--- src/rtl/inv_link_decoder_pkg.sv ---
package inv_link_decoder_pkg;
  // Polarity marker carried on the top line of each link word.
  typedef enum logic {
    POL_PLAIN = 1'b0,
    POL_ODD   = 1'b1
  } lnk_pol_e;

  localparam int unsigned RST_SYNC_STAGES = 2;
endpackage

--- src/rtl/inv_link_decoder_rst_sync.sv ---
module inv_link_decoder_rst_sync #(
  parameter int unsigned STAGES = 2
) (
  input  logic clk,
  input  logic rst_n,
  output logic rst_sync_n
);
  logic [STAGES-1:0] sync_q;

  always_ff @(posedge clk or negedge rst_n) begin
    if (!rst_n) begin
      sync_q <= '0;
    end else begin
      sync_q <= {sync_q[STAGES-2:0], 1'b1};
    end
  end

  assign rst_sync_n = sync_q[STAGES-1];
endmodule

--- src/rtl/inv_link_decoder_unmask.sv ---
module inv_link_decoder_unmask #(
  parameter int unsigned W = 8
) (
  input  logic [W-1:0] data_i,
  input  logic         flip_i,
  output logic [W-1:0] data_o
);
  // Odd-indexed lanes pass through an XOR driven by the polarity flag.
  for (genvar i = 0; i < W; i++) begin : g_lane
    if ((i % 2) == 1) begin : g_odd
      assign data_o[i] = data_i[i] ^ flip_i;
    end else begin : g_even
      assign data_o[i] = data_i[i];
    end
  end
endmodule

--- src/rtl/inv_link_decoder_gray2bin.sv ---
module inv_link_decoder_gray2bin #(
  parameter int unsigned W        = 8,
  parameter bit          USE_GRAY = 1'b1
) (
  input  logic [W-1:0] gray_i,
  output logic [W-1:0] bin_o
);
  if (USE_GRAY) begin : g_conv
    logic acc;
    always_comb begin
      acc   = 1'b0;
      bin_o = '0;
      for (int i = W - 1; i >= 0; i--) begin
        acc      = acc ^ gray_i[i];
        bin_o[i] = acc;
      end
    end
  end else begin : g_bypass
    assign bin_o = gray_i;
  end
endmodule

--- src/rtl/inv_link_decoder_hold.sv ---
module inv_link_decoder_hold #(
  parameter int unsigned W = 8
) (
  input  logic         clk,
  input  logic         rst_n,
  input  logic         load_i,
  input  logic [W-1:0] d_i,
  output logic [W-1:0] q_o,
  output logic         vld_o
);
  logic [W-1:0] q_q, q_d;
  logic         vld_q, vld_d;

  // Previous decoded word is fed back; it is replaced only on a valid word.
  always_comb begin
    q_d   = q_q;
    vld_d = load_i;
    if (load_i) begin
      q_d = d_i;
    end
  end

  always_ff @(posedge clk or negedge rst_n) begin
    if (!rst_n) begin
      q_q   <= '0;
      vld_q <= 1'b0;
    end else begin
      q_q   <= q_d;
      vld_q <= vld_d;
    end
  end

  assign q_o   = q_q;
  assign vld_o = vld_q;
endmodule

--- src/rtl/inv_link_decoder.sv ---
module inv_link_decoder
  import inv_link_decoder_pkg::*;
#(
  parameter int unsigned LINK_W   = 9,
  parameter bit          USE_GRAY = 1'b1
) (
  input  logic              clk,
  input  logic              rst_n,
  input  logic              link_vld_i,
  input  logic [LINK_W-1:0] link_word_i,
  output logic [LINK_W-2:0] flit_o,
  output logic              flit_vld_o
);
  localparam int unsigned FLIT_W  = LINK_W - 1;
  localparam int unsigned POL_BIT = LINK_W - 1;

  logic              rst_core_n;
  lnk_pol_e          pol;
  logic [FLIT_W-1:0] plain_data;
  logic [FLIT_W-1:0] bin_data;

  inv_link_decoder_rst_sync #(
    .STAGES(RST_SYNC_STAGES)
  ) u_rst_sync (
    .clk       (clk),
    .rst_n     (rst_n),
    .rst_sync_n(rst_core_n)
  );

  assign pol = lnk_pol_e'(link_word_i[POL_BIT]);

  inv_link_decoder_unmask #(
    .W(FLIT_W)
  ) u_unmask (
    .data_i(link_word_i[FLIT_W-1:0]),
    .flip_i(pol == POL_ODD),
    .data_o(plain_data)
  );

  inv_link_decoder_gray2bin #(
    .W       (FLIT_W),
    .USE_GRAY(USE_GRAY)
  ) u_g2b (
    .gray_i(plain_data),
    .bin_o (bin_data)
  );

  inv_link_decoder_hold #(
    .W(FLIT_W)
  ) u_hold (
    .clk   (clk),
    .rst_n (rst_core_n),
    .load_i(link_vld_i),
    .d_i   (bin_data),
    .q_o   (flit_o),
    .vld_o (flit_vld_o)
  );
endmodule

--- config.mk ---
export PLATFORM = sky130hd
export DESIGN_NAME = inv_link_decoder
export DESIGN_NICKNAME = d
export VERILOG_FILES = /design/src/rtl/inv_link_decoder_pkg.sv /design/src/rtl/inv_link_decoder_rst_sync.sv /design/src/rtl/inv_link_decoder_unmask.sv /design/src/rtl/inv_link_decoder_gray2bin.sv /design/src/rtl/inv_link_decoder_hold.sv /design/src/rtl/inv_link_decoder.sv
export SDC_FILE = /design/constraint.sdc
export NUM_CORES = 1
export LEC_CHECK = 0
export BUFFER_PORTS_ARGS = -buffer_cell sky130_fd_sc_hd__buf_2
export CAP_MARGIN = 20
export CORE_AREA = 2 2 39 41
export CTS_BUF_LIST = sky130_fd_sc_hd__clkbuf_4 sky130_fd_sc_hd__clkbuf_8 sky130_fd_sc_hd__clkbuf_16
export CTS_CLUSTER_SIZE = 40
export DETAILED_ROUTE_END_ITERATION = 16
export DIE_AREA = 0 0 41 43
export GPL_TIMING_DRIVEN = 0
export PLACE_DENSITY = 0.68
export SLEW_MARGIN = 20
export SYNTH_ARGS = -nofsm -noshare
export SYNTH_HDL_FRONTEND = slang
export SYNTH_SLANG_ARGS = --single-unit
--- constraint.sdc ---
create_clock -name clk -period 1.1 [get_ports clk]
set_input_delay 0.11 -clock clk [delete_from_list [all_inputs] [get_ports clk]]
set_output_delay 0.11 -clock clk [all_outputs]
set_load 0.005 [all_outputs]
# Word-level counts from Yosys, hierarchy flattened
# Cells that the tools add are included.
dict set report op_classes {
  n_bitwise 11
}
# operator n
set ops {}
lappend ops {{1-bit XOR} 11}
dict set report totals {
  regBits 11
  elab_cells 14
  out_inout_bits 9
  input_bits 12
}

# Logic depth before layout (Yosys ltp)
dict set report logic_depth {
  depth_word 8
  ltp_mapped 5
  ltp_nobuf 4
}

# Modules after synthesis
# A second synthesis with hierarchy kept.
dict set report hier_totals {
  cells_unflattened 43
  hier_area_um2 608.1
}
# module cells_per_inst n_inst seq_area_each_um2 area_each_um2
set by_module_without_submodules {}
lappend by_module_without_submodules {inv_link_decoder_hold 18 1 225.2 356.6}
lappend by_module_without_submodules {inv_link_decoder_gray2bin 14 1 0.0 132.6}
lappend by_module_without_submodules {inv_link_decoder_unmask 8 1 0.0 65.1}
lappend by_module_without_submodules {inv_link_decoder_rst_sync 3 1 50.0 53.8}

# Worst setup path before layout
# OpenSTA, ideal clock, no wires.
dict set report synth_path {
  path_kind {input to register}
  start {in link_word_i[8]}
  end {reg u_hold.q_q[1] (netlist: u_hold.q_o[1])}
  t_arrival_ns 1.361
  required_time_ns 0.975
  path_stages 5
  path_slack_ns -0.386
  path_buffers 1
  cell_sequence {clkbuf_1 -> xor3_1 -> xnor3_2 -> xnor2_1 -> mux2_4}
}
dict set report synth_between {
  elab_chain_cells 7
  elab_cells_between_ends 10
}
# item line
set synth_rtl {}
lappend synth_rtl {{start, declared} inv_link_decoder.sv:10} ;# input logic [LINK_W-1:0] link_word_i,
lappend synth_rtl {{1-bit XOR} inv_link_decoder_unmask.sv:11} ;# assign data_o[i] = data_i[i] ^ flip_i;
lappend synth_rtl {{1-bit XOR (5 in a row)} inv_link_decoder_gray2bin.sv:14} ;# acc = acc ^ gray_i[i];
lappend synth_rtl {{1-bit XOR (*)} inv_link_decoder_gray2bin.sv:14}
lappend synth_rtl {{end signal, assigned} inv_link_decoder_hold.sv:28} ;# q_q <= q_d;
lappend synth_rtl {{end, declared} inv_link_decoder_hold.sv:11} ;# logic [W-1:0] q_q, q_d;
# Mark *: on every way between the ends. The rest lies on a longest branch, timed or not.
# A chain may end at the register's enable or synchronous reset.

# Worst setup path after layout
# Ends and elaborated chain as after synthesis.

==> metrics <==
Reg2Reg Setup Slack between 0.3 and 0.4 ns; final hold viol count 0; Die Ht 43 um; r2r startpoint u_hold.q_o[1]$_DFFE_PN0P_; Final nets 82; outcome finished, violations left; GR Overflow Total 0; sw power around 0.00033 W; Routed WL 895 um; Yosys top cell area share 0.5189; clk sinks 11; crit-path max FO 4; critical path cell sequence buf_8 > xor3_1 > xnor3_2 > xnor2_2 > mux2_4; CTS max path bufs 2; clk_skew between 0.002 and 0.003 ns; CP max stage delay 0.41 ns; first-pass GRT wire length 1.283 mm; Max Cap Viol 0; CP max stage cell xor3_1; VDD IR max 0.8884 mV; Min-Delay Path Depth 1; power per cell area 1653 nW/um2; vias in the first global route 330; clock share of power 0.233; die width 41 um; post-synthesis sequential area ratio 0.5189; power share of the sequential group 0.426; CP top delay family XOR/XNOR gates; dpl cells 75; CP Capture Type register; Synth area leader dfrtp_1; cell count after synthesis 40; Critical R2R Capture u_hold.q_o[1]$_DFFE_PN0P_; Antenna Cells 0; Worst Path Buf+Inv 1; initial drt markers 10; HP Start link_vld_i; Routed Antenna Nets 0; Site Rows 14; CP arrival 1.41 ns; DR DRC count 0; gr usage total 0.1098; Tcrit/Tclk final 1.151; CP startpoint kind primary input; setup tns final -0.3383 ns; CTS tree done; WS Path Type primary input to register; starting density of the core 0.3834; post-synthesis register bit count 11; Leakage 0.3835 nW; GPL Wtd Cong 0.6495; Slew Viols, Final 0; HPWL after detailed placement 623.9 um; RSZ-0062 raised after global routing yes; drt wl/cell 10.53 um; fraction of layout instances using a drive strength above 1 0.5217; average via count per standard cell between 4 and 5; pre-CTS WS -0.4663 ns; Synth Area per Inst 13.26 um2; # setup viols final 3; CP Launch Point link_word_i[8]; Syn Nets 52; synth warn 0; setup ws final -0.1660 ns; buffers added on ports 19; root buf cell clkbuf_4; area of the mapped netlist 530.5 um2; Hold Worst Slack 0.01399 ns; Worst R2R Path Depth 1; combinational share of power 0.341; Switching Share 0.2610; Area growth syn-to-layout 43.87%; worst skew pair latency around 0.26 ns; CTS Buf Count 3; total power 0.001262 W; top-level I/O count 21; clk slew on worst S/H paths 0.07 ns; Max Freq around 0.8 GHz; Distinct cells, synth 15; cell-internal power 0.0009323 W; failing checks negative setup slack; via count of the routed design 383; die area 1763 um2; Pre-antenna DRT Iters 4; HP Class primary input to register; Period minus WS final around 1.3 ns; Crit path required time 1.25 ns; floorplan core area 1384 um2; initial antenna violation count 0; post-route insts no fill 85; Hold Path Sink u_hold.vld_o$_DFF_PN0_; pin count of the biggest net entering global routing 11; htree depth 1; top cells by area, synth dfrtp_1, xnor2_1, xnor3_2
[cell type report]
class,instances,area [um2]
timing repair buffer,25,155.1
sequential,11,275.3
fill,125,620.6
tap,16,20.02
buffer,2,18.77
inverter,1,3.754
multi-input combinational,26,260.3
clock buffer,4,30.03
[flip-flops by register name, indices dropped and copies added, names as in the netlist]
| signal | cells |
|---|---|
| u_rst_sync.sync_q | 2 |
| u_hold.vld_o | 1 |
| u_hold.q_o | 8 |
[what timing repair did]
action / CTS / global route
endpoints found under the hold margin: 2 / 0
endpoints found under the setup margin: 3 / 4
hold buffers: 1 / 0
setup buffers: 2 / 3
pin swaps: 5 / 3
resized for setup: 4 / 4
[cell usage in the layout (no fill, tap or decap), drive strengths merged]
| cell | n |
|---|---|
| mux2 | 3 |
| xnor3 | 2 |
| conb | 1 |
| clkbuf | 4 |
| xor2 | 1 |
| inv | 1 |
| nor2 | 4 |
| xor3 | 1 |
| mux2i | 1 |
| xnor2 | 9 |
| dfrtp | 11 |
| dlygate4sd3 | 1 |
| buf | 26 |
| a21oi | 4 |
[power by group through the flow]
stage / logic [W] / clock network (W) / registers (W)
2_1_floorplan: 0.000216 / 0 / 0.000554
3_3_place_gp: 0.000353 / 0 / 0.000546
3_5_place_dp: 0.000357 / 0 / 0.000545
4_1_cts: 0.000410 / 0.000300 / 0.000540
5_1_grt: 0.000469 / 0.000329 / 0.000549
6_report: 0.000431 / 0.000294 / 0.000537
[per-layer routing]
layer	global-route usage	wire length [um]	vias up
met4	0.06000	5	0
met5	0	0	-
met2	0.1688	448	13
met1	0.1304	373	180
met3	0.03141	68	2
li1	-	-	188
[metrics by stage]
stage	area (um2)	util
global placement	649.4	0.4693
floorplan	534.3	-
global route	763.2	0.5515
detailed placement	649.4	0.4693
finish	763.2	0.5515
CTS	725.7	0.5244
[cells in the mapped netlist, drive strengths merged]
library cell,instances
clkbuf,1
xor2,1
a21oi,4
conb,1
buf,1
xnor2,9
nor2,4
mux2i,1
mux2,3
xnor3,2
xor3,1
inv,1
dfrtp,11
[kinds of logic (layout without fill, tap and decap cells)]
logic type      after synthesis  count (layout)  share of synthesized area
xor+xnor                     13              13                     0.2972
flops                        11              11                     0.5189
compound gates                4               4                    0.03774
mux                           4               4                    0.08961
simple gates                  4               4                    0.02829
buf+inv                       3              32                    0.02121
other cells                   1               1                   0.007069
[worst max-delay path by stage]
| stage | cells after the start | to | slack [ns] |
|---|---|---|---|
| 2_1_floorplan | 4 | u_hold.q_o[1]$_DFFE_PN0P_ | -0.31 |
| 3_5_place_dp | 5 | u_hold.q_o[1]$_DFFE_PN0P_ | -0.47 |
| 4_1_cts | 5 | u_hold.q_o[1]$_DFFE_PN0P_ | -0.15 |
| 6_report | 5 | u_hold.q_o[1]$_DFFE_PN0P_ | -0.17 |
| 5_1_grt | 5 | u_hold.q_o[1]$_DFFE_PN0P_ | -0.18 |
| 3_3_place_gp | 5 | u_hold.q_o[1]$_DFFE_PN0P_ | -0.45 |
Note: power is estimated with default switching activity, not from simulation.
